### src/rtl/flash_irq_status_unit.sv
module flash_irq_status_unit #(
  parameter int DW = 16,
  parameter int AW = 3
) (
  input  logic          clk,
  input  logic          rst_n,
  input  logic          bus_wr,
  input  logic [AW-1:0] bus_addr,
  input  logic [DW-1:0] bus_wdata,
  output logic [DW-1:0] bus_rdata,
  input  logic          done_valid,
  input  logic [1:0]    done_kind,
  input  logic          done_err,
  output logic          cmd_valid,
  output logic [7:0]    cmd_code,
  output logic          irq,
  output logic          ready
);
  localparam logic [AW-1:0] SEL_STAT = 0, SEL_INT = 1, SEL_CFGA = 2, SEL_CFGB = 3, SEL_CMD = 4;
  localparam logic [DW-1:0] INT_COLD = 16'h8080, INT_WARM = 16'h8010, CFGA_RST = 16'h40C0;
  localparam logic [DW-1:0] CFGA_RMASK = 16'hFFE0;
  localparam int MASTER = 15, ERR_CMD = 10;

  logic [DW-1:0] int_q, stat_q, cfga_q, cfgb_q, cmd_q;
  logic [DW-1:0] int_n, stat_n, cfga_n, cfgb_n, cmd_n;
  logic          cv_n;
  logic [7:0]    code_n;
  logic          known_op, reset_op;

  always_comb begin
    known_op = 1'b0;
    if (bus_wdata[15:8] == 8'h00)
      case (bus_wdata[7:0])
        8'h00, 8'h13, 8'h80, 8'h1A, 8'h1B, 8'h23, 8'h27, 8'h2A,
        8'h2C, 8'h30, 8'h65, 8'h71, 8'h94, 8'h95, 8'hB0: known_op = 1'b1;
        default: known_op = 1'b0;
      endcase
  end
  assign reset_op = (bus_wdata == 16'h00F0) || (bus_wdata == 16'h00F3);

  always_comb begin
    int_n  = int_q;
    stat_n = stat_q;
    cfga_n = cfga_q;
    cfgb_n = cfgb_q;
    cmd_n  = cmd_q;
    cv_n   = 1'b0;
    code_n = cmd_code;
    if (bus_wr) begin
      case (bus_addr)
        SEL_INT: begin
          int_n = int_q & bus_wdata;
          if (!int_n[MASTER]) stat_n[13:10] = 4'b0000;
        end
        SEL_CFGA: cfga_n = bus_wdata;
        SEL_CFGB: cfgb_n = bus_wdata;
        SEL_CMD: if (!int_q[MASTER]) begin
          if (reset_op) begin
            int_n  = INT_WARM;
            cfga_n = CFGA_RST;
            cfgb_n = '0;
            stat_n = '0;
            cmd_n  = '0;
          end else begin
            cmd_n = bus_wdata;
            if (known_op) begin
              cv_n   = 1'b1;
              code_n = bus_wdata[7:0];
            end else begin
              stat_n[ERR_CMD] = 1'b1;
              int_n[MASTER]   = 1'b1;
            end
          end
        end
        default: ;
      endcase
    end
    if (done_valid) begin
      int_n[MASTER] = 1'b1;
      int_n[7 - done_kind] = 1'b1;
      if (done_err) begin
        stat_n[ERR_CMD] = 1'b1;
        if (done_kind != 2'd3) stat_n[13 - done_kind] = 1'b1;
      end
    end
  end

  always_ff @(posedge clk or negedge rst_n) begin
    if (!rst_n) begin
      int_q     <= INT_COLD;
      stat_q    <= '0;
      cfga_q    <= CFGA_RST;
      cfgb_q    <= '0;
      cmd_q     <= '0;
      cmd_valid <= 1'b0;
      cmd_code  <= '0;
    end else begin
      int_q     <= int_n;
      stat_q    <= stat_n;
      cfga_q    <= cfga_n;
      cfgb_q    <= cfgb_n;
      cmd_q     <= cmd_n;
      cmd_valid <= cv_n;
      cmd_code  <= code_n;
    end
  end

  always_comb
    case (bus_addr)
      SEL_STAT: bus_rdata = stat_q;
      SEL_INT:  bus_rdata = int_q;
      SEL_CFGA: bus_rdata = cfga_q & CFGA_RMASK;
      SEL_CFGB: bus_rdata = cfgb_q;
      SEL_CMD:  bus_rdata = cmd_q;
      default:  bus_rdata = '0;
    endcase

  assign irq   = int_q[MASTER] ^ ~cfga_q[6];
  assign ready = cfga_q[7];
endmodule


### config.mk
export PLATFORM = sky130hd
export DESIGN_NAME = flash_irq_status_unit
export DESIGN_NICKNAME = d
export VERILOG_FILES = /design/src/rtl/flash_irq_status_unit.sv
export SDC_FILE = /design/constraint.sdc
export NUM_CORES = 1
export LEC_CHECK = 0
export ABC_AREA = 1
export BUFFER_PORTS_ARGS = -buffer_cell sky130_fd_sc_hd__buf_2
export CAP_MARGIN = 20
export CORE_MARGIN = 2
export CORE_UTILIZATION = 55
export CTS_CLUSTER_SIZE = 12
export DETAILED_ROUTE_END_ITERATION = 7
export GPL_TIMING_DRIVEN = 0
export PLACE_DENSITY = 0.73
export RECOVER_POWER = 50
export SETUP_SLACK_MARGIN = 0.1
export SYNTH_ARGS = -nofsm -noshare
export SYNTH_HDL_FRONTEND = slang
export SYNTH_SLANG_ARGS = --single-unit
### constraint.sdc
create_clock -name clk -period 2.4 [get_ports clk]
set_clock_uncertainty 0.15 [all_clocks]
set_input_delay 0 -clock clk [delete_from_list [all_inputs] [get_ports clk]]
set_output_delay 0 -clock clk [all_outputs]
set_load 0.01 [all_outputs]
* Word-level counts from Yosys, hierarchy flattened *
Index checks and enable logic that the tools add are counted.

word-level totals
  register bits after elaboration = 89
  bits in latches = 0
  RAM bits = 0
  memory bits (read-only) = 0
  output and inout bits = 27
  logic and storage cells = 99
  memories = 0

operators by class
  add/sub/neg operators = 2
  $mul = 0
  div/mod/pow operators = 0
  $lt $le $gt $ge = 4
  equal/unequal tests = 23
  shifts and indexed selects = 0
  multiplexer cells = 39
  bitwise operators = 7
  reduce and logical (&&, ||, !) cells = 16

operators with widths
  kind                                                          number
  2-to-1 mux 16 bit                                             13
  case mux 16 bit (2 select lines)                              3
  case mux 16 bit (5 select lines)                              1
  >= comparator 32 x 1 -> 1 bit (second input constant)         2
  less-than comparator 32 x 5 -> 1 bit (second input constant)  2
  equality test 8 x 6 -> 1 bit (second input constant)          5
  equality test 16 x 8 -> 1 bit (second input constant)         2
  equality test 8 bit (second input constant)                   4
  bitwise OR 16 bit                                             2
  equality test 8 x 5 -> 1 bit (second input constant)          3
  2-to-1 mux 10 bit                                             2
  bitwise AND 16 bit                                            1
  equality test 8 x 7 -> 1 bit (second input constant)          2
  zero test 8 bit                                               2
  2-to-1 mux 15 bit                                             1
  OR reduction 15 bit                                           1
  2-to-1 mux 1 bit                                              13
  demux 1 bit (select 4 bit)                                    2
  case mux 4 bit (2 select lines)                               1
  AND reduction 4 bit                                           2
  equality test 3 x 2 -> 1 bit (second input constant)          2
  inequality test 2 bit (second input constant)                 3
  nonzero test 2 bit                                            3
  2-to-1 mux 5 bit                                              1
  other kinds (15)                                              18

* Depth between registers and ports, before layout *
  depth after elaboration = 13
  gate-level depth with buffers = 15
  depth with buffers taken out = 15

* Least setup slack after synthesis *
Ideal clock, no wire load.

  path kind = register -> register
  from = register int_q[15]
  to = register cfga_q[10]
  library setup time = 0.130 ns
  arrival = 1.421 ns
  slack = 0.699 ns
  stages on the path, launching flop included = 7
  buffers on the path = 2
  clock period less this slack = 1.701 ns
  cell sequence = dfstp_2 > clkbuf_1 > nand2_1 > nand2_1 > o21bai_2 > clkbuf_1 > o21ai_0

on the way
  word-level cells in the longest chain between the ends = 2

RTL lines
  item                             line  text
  from (decl)                      24    logic [DW-1:0] int_q, stat_q, cfga_q, cfgb_q, cmd_q;
  from (signal assigned)           98    int_q <= int_n;
  inequality test 2 bit (no line)  -
  AND reduction 4 bit (no line)    -
  to (signal assigned)             100   cfga_q <= cfga_n;
  to (decl)                        24

No other way between the ends.
A chain may end at the register's enable or synchronous reset.

* Worst setup path after layout *
  from = register int_q[15]
  to = register cfgb_q[14]

on the way
  word-level cells in the longest chain between the ends = 2

RTL lines
  item                             line  text
  inequality test 2 bit (no line)  -
  AND reduction 4 bit (no line)    -
  to (signal assigned)             101   cfgb_q <= cfgb_n;
  to (decl)                        24

No other way between the ends.

==> flow_metrics.py <==
metrics = {
    "place": {
        "post-dp-hpwl_um": 7419,
        "dp_cells": 602,
        "port_buffers": 52,
        "placedInstanceArea_mm2": 0.004155,
        "gp_congestion": 0.8754,
    },
    "global_routing": {
        "grt_start_max_net_pins": 54,
        "grt_most_used_layer": "met2",
        "grt_pass1_vias": 3652,
        "gr_met2_demand_resource_pct": 50.63,
        "grt_pass1_wl_um": 18420,
        "globalRouteMet3Util_pct": 4.762,
        "grt.met1_usage_pct": 45.55,
        "initial_antenna_violation_count": 0,
        "overflow": 0,
        "grt_usage_pct": 32.27,
    },
    "clock_network": {
        "clock-root-buffer": "clkbuf_8",
        "numClockSinks": 76,
        "clock_path_buffers": 2,
        "cts_inserted_buffers": 9,
        "cts_max_level": 3,
        "clkLatencyLatePin_ns": 0.35,
        "path_clk_slew_ns": 0.08,
        "cts_tree": "yes",
    },
    "floorplanning": {
        "core.rowCount": 30,
        "start_util_pct": 56.03,
        "floorplan.die_area_mm2": 0.007523,
        "floorplan.die.height_um": 86.74,
        "fp.dieW_um": 86.74,
        "core_region_area_mm2": 0.006719,
        "ioPinCount": 53,
    },
    "flow_run": {
        "timing.max_cap.violations": 0,
    },
    "logic_synthesis": {
        "postSynth.topFlopCell": "dfrtp_1",
        "yosys.cell_types.count": 38,
        "synth-edff-count": 0,
        "ys_ff_latch": 76,
        "syn_nets": 495,
        "async_reset_ff_share_pct": 100.0,
        "mappedNetlistArea_mm2": 0.003765,
        "yosysWarnings": 0,
        "netlist_instances": 469,
        "avgSynthCellArea_um2": 8.027,
        "yosysSeqAreaShare_pct": 50.68,
    },
    "worst_setup_path": {
        "cp_data_arrival_time_ns": 2.29,
        "r2r_worst_path_depth": 7,
        "endpoint_kind": "flop",
        "reg2reg_setup_slack_ns": 0.20,
        "timing.critical_path.from_type": "flop",
        "crit_path_max_fanout": 10,
        "r2r_start": "int_q[15]$_DFFE_PN1P_",
        "cp_data_required_time_ns": 2.49,
        "critPathKind": "reg2reg",
        "critical_path.reg2reg.endpoint": "cfgb_q[14]$_DFFE_PN0P_",
    },
    "sta": {
        "post-route-min-period_ns": 2.201,
        "slew_headroom_pct": 10.48,
        "timing.setup.tns_ns": 0,
        "slew_violations": 0,
        "setup_viol": 0,
        "fin_crit_sh_pct": 91.72,
        "timing_hold_violations_final": 0,
        "worst_slew_pin_slew_ns": 1.343,
        "unrepaired_setup_endpoints_after_global_routing": "false",
        "fmax_ghz": 0.4543,
    },
    "pwr": {
        "power_switching_uw": 904.1,
        "cellPowerDensity_mw_per_mm2": 664.9,
        "leakage_power_of_the_design_uw": 0.002370,
        "netSwitchingFraction_pct": 28.02,
        "irDropWorstVdd_mv": 0.3592,
        "seqPwrFrac_pct": 48.1,
        "power.clock.fraction_pct": 34.8,
        "internal-power_uw": 2322,
        "combinational_share_of_power_pct": 17.1,
    },
    "cells_and_area": {
        "instances_no_fill": 666,
        "drive_above_1_share_pct": 16.55,
        "final_net_count": 608,
        "insertedDiodeCount": 0,
        "nFillCells": 535,
        "area_growth_syn_to_layout_pct": 28.88,
        "design_area_mm2": 0.004852,
    },
    "hold_path": {
        "worstHoldStart": "bus_wdata[6]",
        "whs_path_depth": 3,
        "hold-path-endpoint": "int_q[6]$_DFF_PN0_",
        "min-delay-path-class": "in2reg",
    },
    "drt": {
        "drt_first_pass_iters": 6,
        "vias": 3788,
        "route.detailed.vias_per_inst": 5.688,
        "wl_per_cell_um": 17.20,
        "drt_iter0_markers": 347,
        "post-route-drc-count": 0,
        "final_antenna_net_count": 0,
        "wire_length_reported_by_the_detailed_router_um": 11450,
    },
    "run_status": {
        "status": "finished clean",
    },
}
==> worst max-delay path, stage by stage, from the launching register on <==
cell and delay [ns]:
dfstp_1 0.67, nand2_1 0.11, nand2_1 0.14, a21oi_4 0.06, buf_4 0.21, nand3_1 0.09, dlygate4sd3_1 0.57, o21ai_0 0.08
==> flip-flops by register name, indices dropped and copies added (netlist names), named ones only <==
register and count:
cfgb_q 16, cmd_q 16, int_q 16, cfga_q 11
cmd_code 8, stat_q 4, cmd_valid 1
==> Yosys cell counts (4+ instances only) <==
| cell | number | share of area (%) |
|---|---|---|
| o21ai_0 | 59 | 7.8 |
| a221oi_1 | 5 | 1.2 |
| a21oi_1 | 7 | 0.93 |
| nor3_1 | 5 | 0.66 |
| inv_1 | 53 | 5.3 |
| o21ai_1 | 4 | 0.53 |
| clkbuf_1 | 8 | 0.80 |
| dfstp_2 | 5 | 3.5 |
| nand2_1 | 139 | 14 |
| nand3_1 | 24 | 3.2 |
| inv_2 | 4 | 0.40 |
| a21oi_2 | 6 | 1.4 |
| nor2_1 | 37 | 3.7 |
| o221ai_1 | 4 | 0.93 |
| dfrtp_1 | 71 | 47 |
==> timing repair <==
action	CTS	global route
hold buffers	48	1
endpoints found under the setup margin	0	8
endpoints found under the hold margin	143	1
resized for setup	0	8
setup buffers	0	1
==> power by group through the flow <==
stage	Combinational, µW	Clock, µW	Sequential, µW
after detailed placement	472	0	1570
after global placement	455	0	1560
after floorplan	294	0	1550
after CTS	540	1120	1550
final	553	1120	1550
after global routing	616	1190	1570
==> placed cells by master (no fill, tap or decap), types with 4 or more instances in the layout <==
master / n
a21oi_1: 7
a21oi_2: 6
a221oi_1: 5
buf_2: 45
buf_4: 4
clkbuf_1: 17
clkbuf_8: 12
dfrtp_1: 71
dlygate4sd3_1: 47
inv_1: 52
inv_2: 5
nand2_1: 138
nand3_1: 24
nor2_1: 33
nor2_2: 7
nor3_1: 5
o21ai_0: 59
o21ai_1: 4
o221ai_1: 4
==> worst max-delay path by stage <==
stage,slack [ns],endpoint,startpoint,cells past startpoint
2_1_floorplan,0.70,cfga_q[10]$_DFFE_PN0P_,int_q[15]$_DFFE_PN1P_,6
3_3_place_gp,0.32,cfga_q[10]$_DFFE_PN0P_,int_q[15]$_DFFE_PN1P_,6
3_5_place_dp,0.31,cfga_q[5]$_DFFE_PN0P_,int_q[15]$_DFFE_PN1P_,6
4_1_cts,0.11,stat_q[10]$_DFF_PN0_,bus_wdata[5],17
5_1_grt,0.13,stat_q[10]$_DFF_PN0_,int_q[15]$_DFFE_PN1P_,7
6_report,0.20,cfgb_q[14]$_DFFE_PN0P_,int_q[15]$_DFFE_PN1P_,7
==> cell type report <==
type                            count  area, µm²  share of cell area, %
Sequential cell                    76       1908                  39.32
Inverter                           58      217.7                  4.487
Buffer                             14      77.57                  1.599
Multi-Input combinational cell    320       1570                  32.36
Clock inverter                      4      72.57                  1.496
Tap cell                           80      100.1                  2.063
Timing Repair Buffer              103      754.5                  15.55
Clock buffer                       11      151.4                  3.120
==> layer usage <==
layer,up-vias,part of all wire (%)
li1,1770,-
met1,1815,43
met2,175,47
met3,28,7.6
met4,0,2.6
met5,-,0
==> per-stage QoR <==
stage	hold slack (ns)	setup slack [ns]	utilization [%]	total power (µW)
global placement	0.1023	0.3244	61.40	2017
floorplan	-0.4456	0.6994	-	1841
finish	0.04063	0.1987	72.22	3226
CTS	0.01474	0.1116	72.33	3206
global route	0.03987	0.1277	72.22	3369
detailed placement	-0.2215	0.3053	61.84	2042
==> kinds of logic (layout without fill, tap and decap cells) <==
logic type	Yosys count	after routing	share of synthesized area [%]
simple gates	216	216	23.73
xor+xnor	1	1	0.2327
compound gates	103	103	17.41
flops	76	76	50.68
buf+inv	73	190	7.942
Power figures use the tool's default switching activity.
